`src/rtl/rtc_regport_pkg.sv`:
```
package rtc_regport_pkg;
    localparam int IDX_W  = 7;
    localparam int DATA_W = 8;
    localparam int RATE_W = 4;

    localparam logic [IDX_W-1:0] IDX_CTLA  = 7'h0A;
    localparam logic [IDX_W-1:0] IDX_CTLB  = 7'h0B;
    localparam logic [IDX_W-1:0] IDX_FLAGS = 7'h0C;
    localparam logic [IDX_W-1:0] IDX_VALID = 7'h0D;
    localparam logic [IDX_W-1:0] IDX_SHUT  = 7'h0F;

    localparam int A_BUSY  = 7;
    localparam int B_HOLD  = 7;
    localparam int B_PIE   = 6;
    localparam int B_AIE   = 5;
    localparam int B_UIE   = 4;
    localparam int B_SQW   = 3;
    localparam int C_SUM   = 7;
    localparam int C_PER   = 6;
    localparam int C_ALM   = 5;
    localparam int C_UPD   = 4;

    localparam logic [DATA_W-1:0] RST_CTLA  = 8'h26;
    localparam logic [DATA_W-1:0] RST_CTLB  = 8'h02;
    localparam logic [DATA_W-1:0] RST_FLAGS = 8'h00;
    localparam logic [DATA_W-1:0] VALID_VAL = 8'h80;
    localparam logic [DATA_W-1:0] SHUT_KEEP = 8'hFE;
    localparam logic [DATA_W-1:0] IDX_READ  = 8'hFF;

    typedef struct packed {
        logic [IDX_W-1:0]  idx;
        logic [DATA_W-1:0] ctla;
        logic [DATA_W-1:0] ctlb;
        logic [DATA_W-1:0] flags;
    } port_state_t;
endpackage

```
`src/rtl/rtc_rate_div.sv`:
```
module rtc_rate_div #(
    parameter int CODE_W = 4
) (
    input  logic              clk,
    input  logic              rst_n,
    input  logic              restart,
    input  logic [CODE_W-1:0] code,
    input  logic              base_tick,
    output logic              tick_o
);
    localparam int CNT_W = (1 << CODE_W) - 1;

    logic [CNT_W-1:0] cnt_d, cnt_q;
    logic [CNT_W-1:0] last_cnt;

    always_comb begin
        last_cnt = '0;
        if (code != '0) begin
            last_cnt = (CNT_W'(1) << (code - CODE_W'(1))) - CNT_W'(1);
        end
    end

    always_comb begin
        cnt_d  = cnt_q;
        tick_o = 1'b0;
        if (restart || code == '0) begin
            cnt_d = '0;
        end else if (base_tick) begin
            if (cnt_q >= last_cnt) begin
                tick_o = 1'b1;
                cnt_d  = '0;
            end else begin
                cnt_d = cnt_q + CNT_W'(1);
            end
        end
    end

    always_ff @(posedge clk) begin
        if (!rst_n) cnt_q <= '0;
        else        cnt_q <= cnt_d;
    end
endmodule

```
`src/rtl/rtc_byte_store.sv`:
```
module rtc_byte_store #(
    parameter int                ADDR_W   = 7,
    parameter int                DATA_W   = 8,
    parameter logic [ADDR_W-1:0] KEEP_IDX = 7'h0F,
    parameter logic [DATA_W-1:0] KEEP_VAL = 8'hFE
) (
    input  logic              clk,
    input  logic              rst_n,
    input  logic              soft_clr,
    input  logic              wr_en,
    input  logic [ADDR_W-1:0] addr,
    input  logic [DATA_W-1:0] wdata,
    output logic [DATA_W-1:0] rdata
);
    localparam int DEPTH = 1 << ADDR_W;

    logic [DATA_W-1:0] mem_d [DEPTH];
    logic [DATA_W-1:0] mem_q [DEPTH];

    always_comb begin
        for (int i = 0; i < DEPTH; i++) mem_d[i] = mem_q[i];
        if (wr_en) mem_d[addr] = wdata;
        if (soft_clr && mem_q[KEEP_IDX] != KEEP_VAL) mem_d[KEEP_IDX] = '0;
    end

    always_ff @(posedge clk) begin
        for (int i = 0; i < DEPTH; i++) begin
            if (!rst_n) mem_q[i] <= '0;
            else        mem_q[i] <= mem_d[i];
        end
    end

    assign rdata = mem_q[addr];
endmodule

```
`src/rtl/rtc_regport.sv`:
```
module rtc_regport
    import rtc_regport_pkg::*;
(
    input  logic              clk,
    input  logic              rst_n,
    input  logic              func_rst,
    input  logic              bus_sel,
    input  logic              bus_wr,
    input  logic              bus_addr,
    input  logic [DATA_W-1:0] bus_wdata,
    output logic [DATA_W-1:0] bus_rdata,
    input  logic              base_tick,
    input  logic              ev_uip_start,
    input  logic              ev_update,
    input  logic              ev_alarm,
    output logic              irq_o
);
    port_state_t st_d, st_q;

    logic              rd_data, wr_data, wr_index;
    logic              per_tick, div_restart, store_we;
    logic              is_ctl;
    logic [DATA_W-1:0] store_rdata;
    logic [2:0]        ev_bits, fresh_bits;

    logic [IDX_W-1:0]  reg_idx;
    logic [DATA_W-1:0] reg_a, reg_b, reg_c;

    assign rd_data  = bus_sel && !bus_wr && bus_addr;
    assign wr_data  = bus_sel && bus_wr && bus_addr;
    assign wr_index = bus_sel && bus_wr && !bus_addr;
    assign is_ctl   = (st_q.idx >= IDX_CTLA) && (st_q.idx <= IDX_VALID);
    assign store_we = wr_data && !is_ctl;
    assign div_restart = wr_data && (st_q.idx == IDX_CTLA) &&
                         (bus_wdata[RATE_W-1:0] != st_q.ctla[RATE_W-1:0]);

    rtc_rate_div #(.CODE_W(RATE_W)) u_div (
        .clk       (clk),
        .rst_n     (rst_n),
        .restart   (div_restart),
        .code      (st_q.ctla[RATE_W-1:0]),
        .base_tick (base_tick),
        .tick_o    (per_tick)
    );

    rtc_byte_store #(
        .ADDR_W   (IDX_W),
        .DATA_W   (DATA_W),
        .KEEP_IDX (IDX_SHUT),
        .KEEP_VAL (SHUT_KEEP)
    ) u_store (
        .clk      (clk),
        .rst_n    (rst_n),
        .soft_clr (func_rst),
        .wr_en    (store_we),
        .addr     (st_q.idx),
        .wdata    (bus_wdata),
        .rdata    (store_rdata)
    );

    // Next-state: host access first, then events, functional reset last.
    always_comb begin
        st_d       = st_q;
        ev_bits    = '0;
        fresh_bits = '0;

        if (wr_index) st_d.idx = bus_wdata[IDX_W-1:0];

        if (rd_data && st_q.idx == IDX_FLAGS) st_d.flags = '0;

        if (wr_data) begin
            unique case (st_q.idx)
                IDX_CTLA: st_d.ctla = {st_q.ctla[A_BUSY], bus_wdata[A_BUSY-1:0]};
                IDX_CTLB: begin
                    st_d.ctlb = bus_wdata;
                    if (bus_wdata[B_HOLD]) begin
                        st_d.ctlb[B_UIE]  = 1'b0;
                        st_d.ctla[A_BUSY] = 1'b0;
                    end
                    st_d.flags[C_SUM] = |(st_d.ctlb[B_PIE:B_UIE] & st_q.flags[C_PER:C_UPD]);
                end
                default: ;
            endcase
        end

        if (ev_uip_start && !st_d.ctlb[B_HOLD]) st_d.ctla[A_BUSY] = 1'b1;
        if (ev_update)                          st_d.ctla[A_BUSY] = 1'b0;

        ev_bits    = {per_tick, ev_alarm, ev_update};
        fresh_bits = ev_bits & ~st_d.flags[C_PER:C_UPD];
        st_d.flags[C_PER:C_UPD] = st_d.flags[C_PER:C_UPD] | ev_bits;
        if (|(fresh_bits & st_d.ctlb[B_PIE:B_UIE])) st_d.flags[C_SUM] = 1'b1;
        if (per_tick && st_d.ctlb[B_PIE])            st_d.flags[C_SUM] = 1'b1;

        if (func_rst) begin
            st_d.ctlb[B_PIE] = 1'b0;
            st_d.ctlb[B_AIE] = 1'b0;
            st_d.ctlb[B_SQW] = 1'b0;
            st_d.flags       = '0;
        end
    end

    always_ff @(posedge clk) begin
        if (!rst_n) begin
            st_q.idx   <= '0;
            st_q.ctla  <= RST_CTLA;
            st_q.ctlb  <= RST_CTLB;
            st_q.flags <= RST_FLAGS;
        end else begin
            st_q <= st_d;
        end
    end

    always_comb begin
        if (!bus_addr) begin
            bus_rdata = IDX_READ;
        end else begin
            unique case (st_q.idx)
                IDX_CTLA:  bus_rdata = st_q.ctla;
                IDX_CTLB:  bus_rdata = st_q.ctlb;
                IDX_FLAGS: bus_rdata = st_q.flags;
                IDX_VALID: bus_rdata = VALID_VAL;
                default:   bus_rdata = store_rdata;
            endcase
        end
    end

    assign irq_o   = st_q.flags[C_SUM];
    assign reg_idx = st_q.idx;
    assign reg_a   = st_q.ctla;
    assign reg_b   = st_q.ctlb;
    assign reg_c   = st_q.flags;
endmodule

```
`config.mk`:
```
export PLATFORM = sky130hd
export DESIGN_NAME = rtc_regport
export DESIGN_NICKNAME = d
export VERILOG_FILES = /design/src/rtl/rtc_regport_pkg.sv /design/src/rtl/rtc_rate_div.sv /design/src/rtl/rtc_byte_store.sv /design/src/rtl/rtc_regport.sv
export SDC_FILE = /design/constraint.sdc
export NUM_CORES = 2
export LEC_CHECK = 0
export BUFFER_PORTS_ARGS = -buffer_cell sky130_fd_sc_hd__buf_4
export CORE_UTILIZATION = 65
export CTS_BUF_LIST = sky130_fd_sc_hd__clkbuf_8
export DETAILED_ROUTE_END_ITERATION = 10
export GPL_TIMING_DRIVEN = 1
export PLACE_DENSITY_LB_ADDON = 0.2
export SLEW_MARGIN = 20
export SYNTH_ARGS = -nofsm -noshare
export SYNTH_HDL_FRONTEND = slang
export SYNTH_SLANG_ARGS = --single-unit
```
`constraint.sdc`:
```
create_clock -name clk -period 9.2 [get_ports clk]
set_input_delay 1.38 -clock clk [delete_from_list [all_inputs] [get_ports clk]]
set_output_delay 1.38 -clock clk [all_outputs]
set_load 0.005 [all_outputs]
```
**After elaboration in Yosys (flattened, before gate mapping)**

Memory sizes are Yosys's and may differ from the RTL's. A register that Yosys moved wholly into a read port is not among the register bits.
Cells that the tools add are included.

- Memories kept: 1
- Output and inout bits: 9
- Register bits after elaboration: 42
- Memory bits (writable): 1024
- Word-level logic and storage cells: 348
- Bits of input ports: 18

Memory list:

| memory | depth | bits a word | rd ports | clocked after Yosys merged registers in | write ports | line | source |
|---|---|---|---|---|---|---|---|
| u_store.mem_q | 128 | 8 | 129 | 1 | 128 | rtc_byte_store.sv:18 | `logic [DATA_W-1:0] mem_q [DEPTH];` |

- Equality and inequality tests: 6
- Shift-type cells: 1
- Reduce and logical (&&, ||, !) cells: 32
- Bitwise logic cells: 135
- Magnitude comparators: 5
- Add/sub/neg operators: 3
- Mux-type cells: 156

Operators by type and width:

| operator | number |
|---|---|
| $mux 8 | 132 |
| $bwmux 1024 | 1 |
| $mux 1024 | 1 |
| $or 1x1->1 | 128 |
| $demux 8 s7 | 1 |
| $pmux 8 s4 | 1 |
| $mux 15 | 2 |
| $eq 7x4->1 const B | 4 |
| $mux 7 | 3 |
| $mux 17 | 1 |
| $add 15x1->15 const B | 1 |
| $ge 15x15->1 | 1 |
| $shl 1x4->15 const A | 1 |
| $sub 15x2->15 const B | 1 |
| $logic_and 1x1->1 | 14 |
| $mux 1 | 13 |
| $and 3x3->3 | 3 |
| $mux 9 | 1 |
| $ge 8x8->1 const B | 1 |
| $lt 8x1->1 const B | 1 |
| $ne 8x8->1 const B | 1 |
| $not 7->8 | 1 |
| $ge 7x4->1 const B | 1 |
| $le 7x4->1 const B | 1 |
| other kinds (14) | 23 |

**Depth between registers and ports, before layout**

- Depth after elaboration: 13
- Mapped depth: 18
- Gate-level depth less buffers: 15

**Cells and area by module**

A second synthesis with hierarchy kept.

- Cells, all modules: 6110
- Area total of the unflattened synthesis: 49318.6 µm²

By module, submodules not included:

| module | instances | seq. area each (µm²) | area an instance (µm²) | cells an instance |
|---|---|---|---|---|
| rtc_byte_store | 1 | 20499.7 | 46520.9 | 5780 |
| rtc_regport | 1 | 540.5 | 1462.7 | 155 |
| rtc_rate_div | 1 | 300.3 | 1335.0 | 175 |

**Least setup slack after synthesis**

Ideal clock, no wire load.

- Path kind: input port to output port
- From: input port bus_addr
- To: output port bus_rdata[3]
- Data required time: 7820 ps
- Stages: 6
- Slack: 5471 ps
- Path buffers: 1
- Arrival time: 2349 ps
- Cells stage by stage: clkbuf_1 -> nand2_1 -> a311oi_1 -> nand2_1 -> a311oi_1 -> a221oi_1

- Cells in the longest elaborated chain, start to end: 1

Ends and longest elaborated chain:

| what | line | source |
|---|---|---|
| start, declared | rtc_regport.sv:9 | `input logic bus_addr,` |
| $mux 8 | rtc_regport.sv:115 | `if (!bus_addr) begin` |
| end, declared | rtc_regport.sv:11 | `output logic [DATA_W-1:0] bus_rdata,` |

Every way passes these cells.

==> impl_metrics.yaml <==
cells_and_area:
  fin_cells: 6599
  fin_util: 0.700
  syn2layout_area_growth_pct: 6.71
  fin_area_sq_mm: 0.0542
  finalNetCount: 5463
  drive_gt1_frac: 0.112
setup_path:
  crit_slowest_cell: "a2111oi_0"
  path_class: "flip-flop to output pin"
  start_kind: "flip-flop"
  cp_max_fo: 42
  r2r_cells: 15
  path_buf_inv: 2
  arrival_ns: 5.03
  worstPathRequired_ns: 7.82
  cpPeakStageDelay_ns: 0.80
  cp_top_family: "multiplexers"
  end_kind: "output pin"
  path_depth: 8
  path_cells: "buf_4, mux4_2, mux4_2, nand2_1, a21oi_1, a2111oi_0, nor3_1, buf_4"
placed_design:
  place_area_sq_mm: 0.0506
  hpwl_microns: 86400
  pre_cts_slack_ns: 3.67
  numPortBuffers: 26
  routabilityCongestion: 0.941
  dp.cells: 6293
yosys:
  syn_inst: 5718
  ys_seq_area_frac: 0.423
  synth_area_leader_cell: "dfxtp_1"
  synth_most_common_cell: "nand2_1"
  synth_adder_area_share: 0.00419
  ys_ff_latch: 1073
  ys_top_cells_by_count: "nand2_1, dfxtp_1, a21boi_0"
  ys_types: 70
  yosys-mux-area-fraction: 0.135
  syn-mean-instance-area_sq_um: 8.87
  netlist_area_sq_mm: 0.0507
  synth_top_family_by_area: "compound AO/OA/AOI/OAI gates"
  synthSimpleGateAreaFrac: 0.148
  synth-main-ff-cell: "dfxtp_1"
  synth_top_area_frac: 0.423
  async_flop_share: 0
  synth_edf_count: 0
  ys.warnings.count: 0
  synth_area_leaders: "dfxtp_1, a21boi_0, mux4_2"
  synth_xor_xnor_area_share: 0.00276
  syn_nets: 5753
  synth_compound_area_frac: 0.240
power_and_ir_drop:
  power_per_cell_area_mw_per_mm2: 172
  vdd_ir_drop_max_v: 0.000160
  p_leak_nw: 17.0
  finalPower_mw: 9.29
detailed_routing:
  via_per_inst: 6.60
  firstDrtPassIters: 8
  vias: 43526
  drtIter0Drc: 5344
  avgRoutedWirePerCell_microns: 22.8
  drc_errors: 0
  drt_wl_total_microns: 151000
  ant_nets: 0
sta:
  clock.fmax_mhz: 156
  fin_skew_ns: 0.0334
  slew_headroom: 0.235
  finalCriticalPeriod_ns: 6.41
  hold_viol_final: 0
  tightest_slew_ns: 1.15
  setup-tns-final_ns: 0
  fin_crit_sh: 0.697
  slew_viol_final: 0
  rsz0062_at_grt: "no"
  setup_ws_ns: 2.79
  finalSetupViolations: 0
  holdWs_ns: 0.449
grt:
  overflow: 0
  grt_pass1_wl_microns: 233000
  gr-usage-all-layers: 0.374
  grt_max_degree: 261
  grt_pass1_vias: 40873
  antenna_found_initial: 3
clock_tree:
  numCtsBuffers: 173
  postCtsSetupBuffers: 0
  clockRootBuffer: "clkbuf_8"
  cts_tree: "built"
  cts.sinks: 1073
  ctsHoldBuffers: 0
  cts-resized-gates: 0
  cts.clk_slew.worst_paths_ns: 0.06
  clock_path_buffers: 3
  clk_latency_ns: 0.86
  htreeDepth: 4
floorplanning:
  core_sq_mm: 0.0773
  initial_utilization: 0.656
  rows: 102
  die_area_sq_mm: 0.0792
  chipWidth_microns: 281
  io_pins: 27
  die_y_microns: 281
hold_path:
  holdCritPathClass: "flip-flop to flip-flop"
  holdPathStages: 2
flow_run:
  maxCapViolCount: 0
outcome:
  status: "complete, no violations"
-- placed cells by master (no fill, tap or decap), drive strengths merged, types with 7 or more instances in the layout --
cell and n:
a31oi 7, mux4 220, a21o 8, or3 8, a21boi 963, clkinv 14, a21oi 39, clkbuf 220
and2 41, nand3b 8, a211oi 19, mux2i 184, a221oi 10, o21ai 732, o22ai 30, nand2b 20
nor3 18, dfxtp 1073, a22oi 27, xnor2 8, o221ai 7, nand4 13, xor2 8, buf 100
nand2 1088, nor2b 56, nor2 188, nand3 287, ha 17, inv 76
-- state kept, by name (all words and copies together), names as in the netlist, named ones only --
name,flops
u_store.mem_q,1024
u_div.cnt_q,15
reg_a,8
reg_b,8
reg_idx,7
reg_c,4
-- worst paths after layout --
path	slack, ns	startpoint	to
worst max-delay path	2.79	flip-flop	bus_rdata[5]
worst min-delay path	0.45	u_store.mem_q[27][4]	u_store.mem_q[27][4]
worst max register to register	4.90	reg_a[2]	u_div.cnt_q[5]
worst min register to register	0.45	u_store.mem_q[27][4]	u_store.mem_q[27][4]
-- cells by family after synthesis --
| group | after synthesis |
|---|---|
| AO/OA/AOI/OAI | 1876 |
| AND/OR/NAND/NOR | 1755 |
| flip-flops | 1073 |
| buffers and inverters | 572 |
| multiplexers | 409 |
| adder cells (fa/ha/maj) | 17 |
| XOR/XNOR | 16 |
-- layer usage --
metal,part of all wire,vias to the layer above,global-route usage
met5,0.00018,-,0
met4,0.039,4,0.162
met3,0.10,402,0.0797
met2,0.45,2313,0.581
met1,0.40,21230,0.504
li1,-,19577,-
-- layout make-up --
| cell class | count | area (sq um) |
|---|---|---|
| antenna | 1 | 2.50 |
| clock buffer | 220 | 3030 |
| clock inverter | 85 | 480 |
| fill | 6017 | 23200 |
| inverter | 7 | 26.3 |
| multi-input combinational | 4073 | 27000 |
| sequential | 1073 | 21500 |
| tap | 1040 | 1300 |
| timing repair buffer | 100 | 808 |
-- worst register-to-register path, cell delays in order, from the launching register on --
cell and delay, ns:
dfxtp_1 0.89, nor2_1 0.23, nand2_1 0.12, ha_1 0.43, nand2b_1 0.22, a21oi_1 0.19, a21oi_1 0.09, o21a_1 0.23
ha_1 0.30, a21o_1 0.16, a21o_1 0.17, a21oi_1 0.14, o21ai_0 0.09, a21oi_1 0.40, o21bai_1 0.40, nor2_1 0.20
-- where the power goes --
part	internal, mW	switching, mW	leakage (nW)	total [mW]
Combinational	0.138	0.320	6.35	0.458
Sequential	4.65	0.0133	8.64	4.67
Clock	2.17	2.00	2.03	4.17
Total	6.96	2.33	17.0	9.29
No activity file was read; power rests on OpenSTA's default activity.
